===== src/rtl/rdseq_pkg.sv =====
package rdseq_pkg;
  typedef enum logic [1:0] {
    ST_IDLE,
    ST_CONV,
    ST_XFER,
    ST_GAP
  } seq_state_t;
endpackage


===== src/rtl/rdseq_timer.sv =====
// Down-counter: a load of V gives an expire pulse V edges later; a load of 0 cancels.
module rdseq_timer #(
  parameter int TW = 5
) (
  input  logic          clk,
  input  logic          rst,
  input  logic          load,
  input  logic [TW-1:0] value,
  output logic          expire
);
  logic [TW-1:0] cnt;

  always_ff @(posedge clk) begin
    if (rst) begin
      cnt    <= '0;
      expire <= 1'b0;
    end else begin
      expire <= 1'b0;
      if (load) begin
        cnt <= value;
      end else if (cnt != '0) begin
        cnt <= cnt - 1'b1;
        if (cnt == TW'(1)) expire <= 1'b1;
      end
    end
  end
endmodule


===== src/rtl/rdseq_shifter.sv =====
// Serial clock engine: low half, high half, fall; samples the data line at every fall.
module rdseq_shifter #(
  parameter int WIDTH    = 14,
  parameter int SCK_HALF = 2
) (
  input  logic             clk,
  input  logic             rst,
  input  logic             go,
  input  logic             skip_first,
  input  logic             sdo_in,
  output logic             sck,
  output logic [WIDTH-1:0] word,
  output logic             finish
);
  localparam int HW = $clog2(SCK_HALF + 1);
  localparam int EW = $clog2(WIDTH + 2);

  logic          active;
  logic          skip_q;
  logic [HW-1:0] half_cnt;
  logic [EW-1:0] fall_cnt;
  logic [EW-1:0] last_fall;

  assign last_fall = skip_q ? EW'(WIDTH) : EW'(WIDTH - 1);

  always_ff @(posedge clk) begin
    if (rst) begin
      active   <= 1'b0;
      skip_q   <= 1'b0;
      sck      <= 1'b0;
      half_cnt <= '0;
      fall_cnt <= '0;
      word     <= '0;
      finish   <= 1'b0;
    end else begin
      finish <= 1'b0;
      if (go) begin
        active   <= 1'b1;
        skip_q   <= skip_first;
        sck      <= 1'b0;
        half_cnt <= '0;
        fall_cnt <= '0;
      end else if (active) begin
        if (half_cnt == HW'(SCK_HALF - 1)) begin
          half_cnt <= '0;
          sck      <= ~sck;
          if (sck) begin
            if (!(skip_q && fall_cnt == '0)) word <= {word[WIDTH-2:0], sdo_in};
            fall_cnt <= fall_cnt + 1'b1;
            if (fall_cnt == last_fall) begin
              active <= 1'b0;
              finish <= 1'b1;
            end
          end
        end else begin
          half_cnt <= half_cnt + 1'b1;
        end
      end
    end
  end
endmodule


===== src/rtl/adc_read_seq.sv =====
module adc_read_seq
  import rdseq_pkg::*;
#(
  parameter int NUM_CONV       = 2,
  parameter int WIDTH          = 14,
  parameter int SCK_HALF       = 2,
  parameter int CONV_CYCLES    = 20,
  parameter int TIMEOUT_MARGIN = 8,
  localparam int CHW = (NUM_CONV > 1) ? $clog2(NUM_CONV) : 1
) (
  input  logic                clk,
  input  logic                rst,
  input  logic                start,
  input  logic                busy_mode,
  input  logic                sdo_in,
  output logic                cnv,
  output logic [NUM_CONV-1:0] sel_n,
  output logic                sck,
  output logic [WIDTH-1:0]    word_data,
  output logic [CHW-1:0]      word_chan,
  output logic                word_valid,
  output logic                done,
  output logic                timeout_err
);
  localparam int TW = $clog2(CONV_CYCLES + TIMEOUT_MARGIN + SCK_HALF + 1);
  localparam logic [TW-1:0] T_TIMED = TW'(CONV_CYCLES);
  localparam logic [TW-1:0] T_LIMIT = TW'(CONV_CYCLES + TIMEOUT_MARGIN);
  localparam logic [TW-1:0] T_GAP   = TW'(SCK_HALF);
  localparam logic [NUM_CONV-1:0] SEL0   = NUM_CONV'(1);
  localparam logic [CHW-1:0]      LAST_CH = CHW'(NUM_CONV - 1);

  seq_state_t        st;
  logic              mode_q;
  logic              sdo_q;
  logic [CHW-1:0]    chan;
  logic [CHW-1:0]    nxt_chan;
  logic              sdo_fall;
  logic              tmr_load;
  logic [TW-1:0]     tmr_val;
  logic              tmr_exp;
  logic              sh_go;
  logic              sh_skip;
  logic              sh_done;
  logic [WIDTH-1:0]  sh_word;

  assign nxt_chan = chan + 1'b1;
  assign sdo_fall = !sel_n[0] && sdo_q && !sdo_in;

  rdseq_timer #(.TW(TW)) u_timer (
    .clk(clk), .rst(rst), .load(tmr_load), .value(tmr_val), .expire(tmr_exp)
  );

  rdseq_shifter #(.WIDTH(WIDTH), .SCK_HALF(SCK_HALF)) u_shift (
    .clk(clk), .rst(rst), .go(sh_go), .skip_first(sh_skip), .sdo_in(sdo_in),
    .sck(sck), .word(sh_word), .finish(sh_done)
  );

  // Timer and shift-engine commands decided from the current state and events
  always_comb begin
    tmr_load = 1'b0;
    tmr_val  = '0;
    sh_go    = 1'b0;
    sh_skip  = 1'b0;
    case (st)
      ST_IDLE: if (start) begin
        tmr_load = 1'b1;
        tmr_val  = busy_mode ? T_LIMIT : T_TIMED;
      end
      ST_CONV: if (mode_q) begin
        if (sdo_fall) begin
          tmr_load = 1'b1;   // value 0 cancels the timeout
          sh_go    = 1'b1;
          sh_skip  = 1'b1;
        end
      end else if (tmr_exp) begin
        sh_go = 1'b1;
      end
      ST_XFER: if (sh_done && chan != LAST_CH) begin
        tmr_load = 1'b1;
        tmr_val  = T_GAP;
      end
      ST_GAP: if (tmr_exp) sh_go = 1'b1;
      default: ;
    endcase
  end

  always_ff @(posedge clk) begin
    if (rst) begin
      st          <= ST_IDLE;
      mode_q      <= 1'b0;
      sdo_q       <= 1'b1;
      chan        <= '0;
      cnv         <= 1'b0;
      sel_n       <= '1;
      word_data   <= '0;
      word_chan   <= '0;
      word_valid  <= 1'b0;
      done        <= 1'b0;
      timeout_err <= 1'b0;
    end else begin
      word_valid <= 1'b0;
      done       <= 1'b0;
      sdo_q      <= sdo_in;
      case (st)
        ST_IDLE: if (start) begin
          cnv         <= 1'b1;
          timeout_err <= 1'b0;
          mode_q      <= busy_mode;
          chan        <= '0;
          st          <= ST_CONV;
        end
        ST_CONV: if (mode_q) begin
          sel_n <= ~SEL0;
          if (sdo_fall) begin
            st <= ST_XFER;
          end else if (tmr_exp) begin
            timeout_err <= 1'b1;
            cnv         <= 1'b0;
            sel_n       <= '1;
            st          <= ST_IDLE;
          end
        end else if (tmr_exp) begin
          sel_n <= ~SEL0;
          st    <= ST_XFER;
        end
        ST_XFER: if (sh_done) begin
          word_data  <= sh_word;
          word_chan  <= chan;
          word_valid <= 1'b1;
          sel_n      <= '1;
          if (chan == LAST_CH) begin
            cnv  <= 1'b0;
            done <= 1'b1;
            st   <= ST_IDLE;
          end else begin
            st <= ST_GAP;
          end
        end
        ST_GAP: if (tmr_exp) begin
          chan  <= nxt_chan;
          sel_n <= ~(SEL0 << nxt_chan);
          st    <= ST_XFER;
        end
        default: st <= ST_IDLE;
      endcase
    end
  end
endmodule


===== config.mk =====
export PLATFORM = sky130hd
export DESIGN_NAME = adc_read_seq
export DESIGN_NICKNAME = d
export VERILOG_FILES = /design/src/rtl/rdseq_pkg.sv /design/src/rtl/rdseq_timer.sv /design/src/rtl/rdseq_shifter.sv /design/src/rtl/adc_read_seq.sv
export SDC_FILE = /design/constraint.sdc
export NUM_CORES = 1
export LEC_CHECK = 0
export BUFFER_PORTS_ARGS = -buffer_cell sky130_fd_sc_hd__buf_4
export CAP_MARGIN = 30
export CORE_MARGIN = 2
export CORE_UTILIZATION = 60
export DETAILED_ROUTE_END_ITERATION = 12
export GPL_TIMING_DRIVEN = 0
export PLACE_DENSITY = 0.81
export SLEW_MARGIN = 10
export SYNTH_ARGS = -nofsm -noshare
export SYNTH_HDL_FRONTEND = slang
export SYNTH_SLANG_ARGS = --single-unit

===== constraint.sdc =====
create_clock -name clk -period 3.2 [get_ports clk]
set_input_delay 0.64 -clock clk [delete_from_list [all_inputs] [get_ports clk]]
set_output_delay 0.64 -clock clk [all_outputs]
set_load 0.1 [all_outputs]

[Word-level counts from Yosys, hierarchy flattened]
Cells that the tools add are included.
Word-level totals
  register bits after elaboration: 56
  bits of input ports: 5
  output and inout port bits: 22
  word-level logic and storage cells: 134
Operators by class
  add/subtract/negate cells: 4
  equal/unequal tests: 15
  shifts and indexed selects: 1
  multiplexer cells: 55
  bitwise operators: 10
  reduce and logical (&&, ||, !) cells: 29
Operators with widths (number)
  two-way mux 1 bit: 29
  two-way mux 2 bit: 14
  two-way mux 5 bit: 3
  case mux 5 bit (2 select lines): 1
  AND reduction 5 bit: 2
  NOT 1 bit: 9
  AND reduction 3 bit: 3
  != test 2 bit, second input constant: 4
  case mux 2 bit (4 select lines): 1
  AND reduction 7 bit: 1
  != test 2 x 1 -> 1 bit, second input constant: 3
  case mux 1 bit (2 select lines): 3
  case mux 1 bit (3 select lines): 2
  case mux 2 bit (3 select lines): 1
  AND reduction 2 bit: 3
  nonzero test 2 bit: 3
  nonzero test 3 bit: 2
  OR reduction 3 bit: 2
  equality test 5 x 1 -> 1 bit, second input constant: 1
  nonzero test 5 bit: 1
  OR reduction 5 bit: 1
  subtractor 5 x 1 -> 5 bit, second input constant: 1
  adder 4 x 1 -> 4 bit, second input constant: 1
  equality test 2 x 1 -> 1 bit, second input constant: 2
  15 further kinds: 21

[Longest topological paths before layout]
Gate-level depths: netlist of the first run.
  depth in word-level cells: 8
  depth in mapped cells: 8
  mapped depth without buffers: 6

[Modules after synthesis]
Synthesis of the first run repeated with hierarchy kept, for this count alone.
Unflattened totals
  cell total of the unflattened synthesis: 277
  area, all modules: 2524.9 µm²
By module, submodules not included
  adc_read_seq: times used 1, cells an instance 143, area an instance 1209.9 µm², sequential area each 520.5 µm²
  rdseq_shifter: times used 1, cells an instance 96, area an instance 983.4 µm², sequential area each 480.5 µm²
  rdseq_timer: times used 1, cells an instance 38, area an instance 331.6 µm², sequential area each 120.1 µm²

[Worst setup path after synthesis of the first run]
OpenSTA, ideal clock, no wires.
  kind: reg-to-reg
  start: register u_shift.sck
  end: register u_shift.word[11]
  library setup time: 0.072 ns
  arrival time: 2.097 ns
  required time: 3.128 ns
  setup slack: 1.032 ns
  stages on the path, launching flop included: 6
  path buffers: 1
  period minus slack after synthesis: 2.168 ns
  path through: dfxtp_1 -> nor2b_1 -> nand3_4 -> nor4_4 -> buf_6 -> mux2i_1
Between the ends
  longest elaborated chain between the ends: 1
RTL lines
  from (decl): line rdseq_shifter.sv:11  | output logic sck,
  from (signal assigned): line rdseq_shifter.sv:46  | sck <= ~sck;
  AND reduction 5 bit (no line)
  to (signal assigned): line rdseq_shifter.sv:48  | if (!(skip_q && fall_cnt == '0)) word <= {word[WIDTH-2:0], sdo_in};
  to (decl): line rdseq_shifter.sv:12  | output logic [WIDTH-1:0] word,
No other way between the ends.
A chain may end at the register's enable or synchronous reset.

[Final worst setup path of the first run]
  start: register st[1]
  end: register u_shift.finish
Between the ends
  longest elaborated chain between the ends: 3
  elaborated cells between the ends (all ways): 4
  classes of those cells: eq/ne (2); mux (1); reduce/logical (1)
RTL lines
  from (decl): line adc_read_seq.sv:32  | seq_state_t st;
  from (signal assigned): line adc_read_seq.sv:89  | st <= ST_IDLE;
  from (signal assigned): line adc_read_seq.sv:110  | st <= ST_CONV;
  from (signal assigned): line adc_read_seq.sv:115  | st <= ST_XFER;
  equality test 2 bit or equality test 2 x 1 -> 1 bit (tied branches): line adc_read_seq.sv:64  | case (st)
  case mux 1 bit (2 select lines) *: line adc_read_seq.sv:64
  OR reduction 5 bit (no line) *
  to (signal assigned): line rdseq_shifter.sv:34  | finish <= 1'b0;
  to (signal assigned): line rdseq_shifter.sv:36  | finish <= 1'b0;
  to (signal assigned): line rdseq_shifter.sv:52  | finish <= 1'b1;
  to (decl): line rdseq_shifter.sv:13  | output logic finish
Mark *: on every way between the ends. The rest lies on a longest branch, timed or not.

==> flow_summary.json, run 1 <==
{
  "status": "completed",
  "grt_overflow_total": 0,
  "layout_commonest_cell": "nand2_1",
  "final.min_clock_period_ns": 2.01,
  "fmax_mhz": 497,
  "antennaDiodeCount": 0,
  "hp-class": "flop to flop",
  "synthFlopType": "dfxtp_1",
  "final_cell_mix": "nand2_1 (60), dfxtp_1 (56), a21oi_1 (29)",
  "syn-num-nets": 292,
  "dieArea_mm2": 0.00465,
  "design_area_mm2": 0.00281,
  "grt.total_usage_pct": 24.2,
  "die_h_um": 68.2,
  "worstHoldEndpoint": "u_shift.half_cnt[1]",
  "crit_path_top_delay_cell": "dfxtp_1",
  "post_dp_cell_area_mm2": 0.00272,
  "timing_worst_slew_pin_value_ns": 0.689,
  "synth_edf_count": 0,
  "htreeDepth": 2,
  "synth_compound_area_share_pct": 13.0,
  "hold_violations": 0,
  "final_min_period_over_clock_period_pct": 62.9,
  "crit_path_start": "st[1]",
  "cp-start-kind": "flop",
  "worst-setup-path-type": "flop to flop",
  "cap_violations": 0,
  "core_mm2": 0.00397,
  "synth-xor-area-share_pct": 2.48,
  "fillers": 329,
  "hold_buffers": 0,
  "synth_top_family_by_area": "simple AND/OR/NAND/NOR gates",
  "path_cells": "inv_1 -> ha_1 -> nor2b_4 -> o21ai_0 -> nand3_1 -> nor4b_1",
  "drt_wl_total_mm": 4.87,
  "synthAdderAreaFrac_pct": 4.55,
  "synthSimpleGateAreaFrac_pct": 24.9,
  "post_cts_buffers": 0,
  "drv_slew": 0,
  "syn_area_per_cell_um2": 8.89,
  "rrSetupSlack_ns": 1.19,
  "ctsResizeCount": 0,
  "yosysSeqAreaShare_pct": 45.3,
  "required_ns": 3.41,
  "r2r_cells": 6,
  "cts_buffer_depth": 2,
  "final_cells": 361,
  "muxShareOfSynthArea_pct": 6.12,
  "p_leak_uw": 0.00105,
  "hold_start": "u_shift.half_cnt[1]",
  "p_per_area_mw_per_mm2": 492,
  "netlist_instances": 278,
  "cp.arrival_ns": 2.22,
  "clock-sinks": 56,
  "vias_per_cell": 5.54,
  "async_reset_ff_share_pct": 0,
  "critPathMaxFanout": 8,
  "tns_ns": 0,
  "root_buffer": "clkbuf_8",
  "placedCellCount": 353,
  "drive_gt1_share_pct": 15.4,
  "synth_seq_cells": 56,
  "syn-cell-area_mm2": 0.00247,
  "initial_utilization_pct": 62.3,
  "numCtsBuffers": 5,
  "syn_to_final_growth_pct": 13.8,
  "relSlewSlack_pct": 53.5,
  "fp.dieW_um": 68.2,
  "r2r-start": "st[1]",
  "finalClockSkew_ns": 0.0101,
  "critPathBufInv": 1,
  "num_vias": 2000,
  "first_pass_iters": 4,
  "peakVddDrop_v": 0.000276,
  "grt_max_degree": 19,
  "setup_viol": 0,
  "drc": 0,
  "synth_cell_type_count": 52,
  "globalplace.congestion": 0.854,
  "layout.nets": 324,
  "io-pin-count": 27,
  "rr_endpoint": "u_shift.finish",
  "ff_latch_area_mm2": 0.00112,
  "grt_antenna_before_repair": 0,
  "std_cell_rows": 23,
  "ant_nets": 0,
  "first_iter_violations": 147,
  "rsz0062_at_grt": "false",
  "crit_path_end_kind": "flop",
  "cpPeakStageDelay_ns": 0.41,
  "wl_per_cell_um": 13.5,
  "hold_depth": 2,
  "hpwl_mm": 3.62,
  "clk-insertion-delay-late_ns": 0.31,
  "ys.warnings.count": 0,
  "cts_tree": "built",
  "cts.clk_slew.worst_paths_ns": 0.10,
  "grt_pass1_vias": 1821,
  "crit_family": "simple AND/OR/NAND/NOR gates",
  "io_buffers": 25,
  "grt_pass1_wl_mm": 8.31,
  "multi_input_area_mm2": 0.00126
}
-- through the flow --
step                util, %  power, uW  setup WS (ns)  hold slack [ns]
finish                 70.8       1390           1.19            0.459
floorplan                 -        962           1.03            0.432
global route           70.8       1450           1.03            0.481
CTS                    70.8       1390           1.15            0.461
detailed placement     68.6       1010           1.18            0.448
global placement       68.6       1000           1.19            0.443
-- state kept, by name (all words and copies together) (netlist names), 2 cells and up --
name and count:
u_shift.fall_cnt 4, st 2, u_shift.word 14, word_data 14, u_shift.half_cnt 2, sel_n 2, u_timer.cnt 5
-- cells by family (layout without fill, tap and decap cells) --
group	Yosys count	after routing
and+or+nand+nor	118	118
AOI/OAI and AO/OA	52	52
buffers and inverters	21	54
adders and majority gates	9	9
muxes	15	15
xor gates and xnor gates	7	7
DFF	56	56
-- metal layers --
| layer | track usage (%) | share of wire (%) | wire, um | vias to the layer above |
|---|---|---|---|---|
| met4 | 9.00 | 2.1 | 102 | 0 |
| met2 | 38.5 | 47 | 2280 | 50 |
| met5 | 0 | 0 | 0 | - |
| met3 | 4.28 | 4.6 | 223 | 10 |
| li1 | - | - | - | 1018 |
| met1 | 32.7 | 46 | 2260 | 922 |
-- cells in the mapped netlist (2+ instances only) --
cell	count	area, um^2
nand2_1	60	225
dfxtp_1	56	1120
a21oi_1	29	145
mux2i_1	14	140
nor2_1	13	48.8
clkbuf_1	9	33.8
ha_1	9	113
inv_1	8	30.0
nor3_1	8	40.0
o21ai_0	7	35.0
nor2b_1	5	31.3
nand3_1	4	20.0
xor2_1	4	35.0
nand2b_1	3	18.8
nor3b_1	3	22.5
xnor2_1	3	26.3
a211oi_1	2	15.0
a31oi_1	2	12.5
and2_1	2	12.5
buf_2	2	10.0
nand3b_1	2	15.0
nand4_1	2	12.5
nor4b_1	2	17.5
-- worst max path at each step --
| stage | cells past startpoint | to | slack [ns] |
|---|---|---|---|
| 5_1_grt | 6 | u_shift.finish | 1.03 |
| 3_3_place_gp | 5 | u_timer.cnt[3] | 1.19 |
| 3_5_place_dp | 5 | u_timer.cnt[3] | 1.18 |
| 6_report | 6 | u_shift.finish | 1.19 |
| 4_1_cts | 6 | u_shift.finish | 1.15 |
| 2_1_floorplan | 5 | u_shift.word[11] | 1.03 |
-- power breakdown --
| part | switching (uW) | leakage (uW) | total [uW] | internal [uW] |
|---|---|---|---|---|
| clock | 232 | 0.0000445 | 387 | 156 |
| sequential | 27.9 | 0.000453 | 751 | 723 |
| combinational | 145 | 0.000553 | 247 | 102 |
-- area by class of cell --
| type | count | share of cell area [%] |
|---|---|---|
| multi-input cells | 201 | 44.9 |
| flip-flops and latches | 56 | 39.9 |
| repair buffers | 25 | 6.67 |
| clock buffers | 5 | 2.45 |
| well taps | 50 | 2.22 |
| plain buffers | 12 | 1.96 |
| inverters | 9 | 1.20 |
| clock inverters | 3 | 0.756 |
-- worst min-delay path: cells and delay by family (launching register included) --
kind / cells / cell delay (ns)
flops: 1 / 0.34
simple gates: 2 / 0.09
No activity file was read; power rests on OpenSTA's default activity.
==> run 2, diff against run 1 <==
- CORE_UTILIZATION: 60 -> 52
- PLACE_DENSITY: 0.81 -> 0.75
- clock period: 3.2 -> 1.67 ns (I/O delays scaled with it)
==> flow_summary.json, run 2 (same netlist as run 1, synthesis figures left out) <==
{
  "syn_to_final_growth_pct": 22.0,
  "fmax_mhz": 597,
  "tns_ns": -0.00636,
  "cpPeakStageDelay_ns": 0.54,
  "cts.clk_slew.worst_paths_ns": 0.10,
  "whs_ns": 0.260,
  "layout_commonest_cell": "nand2_1",
  "dieArea_mm2": 0.00532,
  "htreeDepth": 2,
  "final_cell_mix": "nand2_1 (59), dfxtp_1 (52), buf_4 (32)",
  "layout.nets": 330,
  "finalClockSkew_ns": 0.00586,
  "cp.arrival_ns": 1.86,
  "largestRegisters": "u_shift.word (14), word_data (14), u_timer.cnt (5)",
  "hp-class": "input pin to flop",
  "crit_path_top_delay_cell": "or4bb_1",
  "rsz0062_at_grt": "true",
  "cp-start-kind": "flop",
  "final.min_clock_period_ns": 1.68,
  "peakVddDrop_v": 0.000430,
  "drc": 0,
  "violations": "setup timing",
  "drive_gt1_share_pct": 24.6,
  "p_comb_share_pct": 19.3,
  "required_ns": 1.86,
  "clk-insertion-delay-late_ns": 0.32,
  "num_vias": 2024,
  "design_area_mm2": 0.00302,
  "total_power_uw": 2740,
  "final_cells": 371,
  "hold_buffers": 0,
  "grt.total_usage_pct": 20.7,
  "hpwl_mm": 3.52,
  "drt_wl_total_mm": 5.14,
  "root_buffer": "clkbuf_8",
  "path_cells": "ha_1 -> or4bb_1 -> o311a_4 -> a22oi_2 -> a311oi_2",
  "timing_worst_slew_pin_value_ns": 0.570,
  "switching_share_pct": 29.9,
  "hold_violations": 0,
  "p_leak_uw": 0.00112,
  "cts_buffer_depth": 2,
  "setup_viol": 1,
  "critPathMaxFanout": 6,
  "multi_input_area_mm2": 0.00138,
  "grt_antenna_before_repair": 0,
  "grt_max_degree": 19,
  "p_per_area_mw_per_mm2": 907,
  "drv_slew": 0,
  "first_iter_violations": 90,
  "ff_latch_area_mm2": 0.00114,
  "die_h_um": 73.0,
  "globalplace.congestion": 0.915,
  "ant_nets": 0,
  "io-pin-count": 27,
  "crit_path_end_kind": "flop",
  "core_mm2": 0.00466,
  "post_dp_cell_area_mm2": 0.00276,
  "io_buffers": 25,
  "initial_utilization_pct": 53.0,
  "antennaDiodeCount": 0,
  "cts_tree": "built",
  "std_cell_rows": 25,
  "final_min_period_over_clock_period_pct": 100,
  "power.internal_uw": 1920,
  "pwr-share-seq_pct": 52.9,
  "fillers": 403,
  "first_pass_iters": 4,
  "clock-sinks": 56,
  "fp.dieW_um": 73.0,
  "grt_overflow_total": 0,
  "grt_pass1_wl_mm": 8.54,
  "p_sw_uw": 818,
  "wl_per_cell_um": 13.9,
  "status": "finished with violations",
  "numCtsBuffers": 5,
  "placedCellCount": 357,
  "grt_pass1_vias": 1848,
  "cap_violations": 0,
  "setup_ws_ns": -0.00636,
  "clkPwrFrac_pct": 27.8,
  "relSlewSlack_pct": 62.0,
  "vias_per_cell": 5.46,
  "worst-setup-path-type": "flop to flop"
}
[run 2: path summary, 6_finish.rpt]
path	from	to	slack [ns]	depth (start not counted)
setup / recovery	st[0]	u_timer.cnt[3]	-0.006	5
hold / removal	sdo_in	sdo_q	0.26	2
setup reg to reg	st[0]	u_timer.cnt[3]	-0.006	5
hold reg to reg	word_data[13]	word_data[13]	0.46	2
[run 2: stage by stage]
stage	utilization, %	setup WS [ns]
floorplan	-	0.0106
global placement	59.2	-0.248
detailed placement	59.2	-0.240
CTS	63.8	-0.0476
global route	64.7	-0.0731
finish	64.7	-0.00636
[run 2: area by class of cell]
| type | count | share of cell area, % |
|---|---|---|
| Multi-Input combinational cell | 201 | 45.6 |
| Timing Repair Buffer | 33 | 8.34 |
| Sequential cell | 56 | 37.7 |
| Clock inverter | 3 | 0.705 |
| Inverter | 9 | 1.20 |
| Clock buffer | 5 | 2.28 |
| Tap cell | 54 | 2.24 |
| Buffer | 10 | 1.95 |
[run 2: power groups by stage]
stage | registers [uW] | logic, uW | clock network, uW
2_1_floorplan | 1510 | 333 | 0
3_3_place_gp | 1470 | 461 | 0
3_5_place_dp | 1470 | 474 | 0
4_1_cts | 1440 | 516 | 776
5_1_grt | 1450 | 574 | 824
6_report | 1450 | 529 | 760
[run 2: what timing repair did]
action,4_1_cts,5_1_grt
pin swaps,3,3
cloned,1,0
setup buffers,6,1
resized for setup,17,14
endpoints found under the setup margin,39,36
[run 2: critical path: cells and delay by family, from the launching register on]
kind                       cells  cell delay, ns
DFF                            1            0.38
adders and majority gates      1            0.25
and+or+nand+nor                1            0.54
AOI/OAI and AO/OA              3            0.39
[run 2: routing by layer]
metal  track usage (%)  up-vias  share of wire [%]
met5                 0        -                  0
met4              9.67        0                2.4
met3              3.59       12                3.4
met2              31.7       39                 45
met1              28.3      939                 49
li1                  -     1034                  -
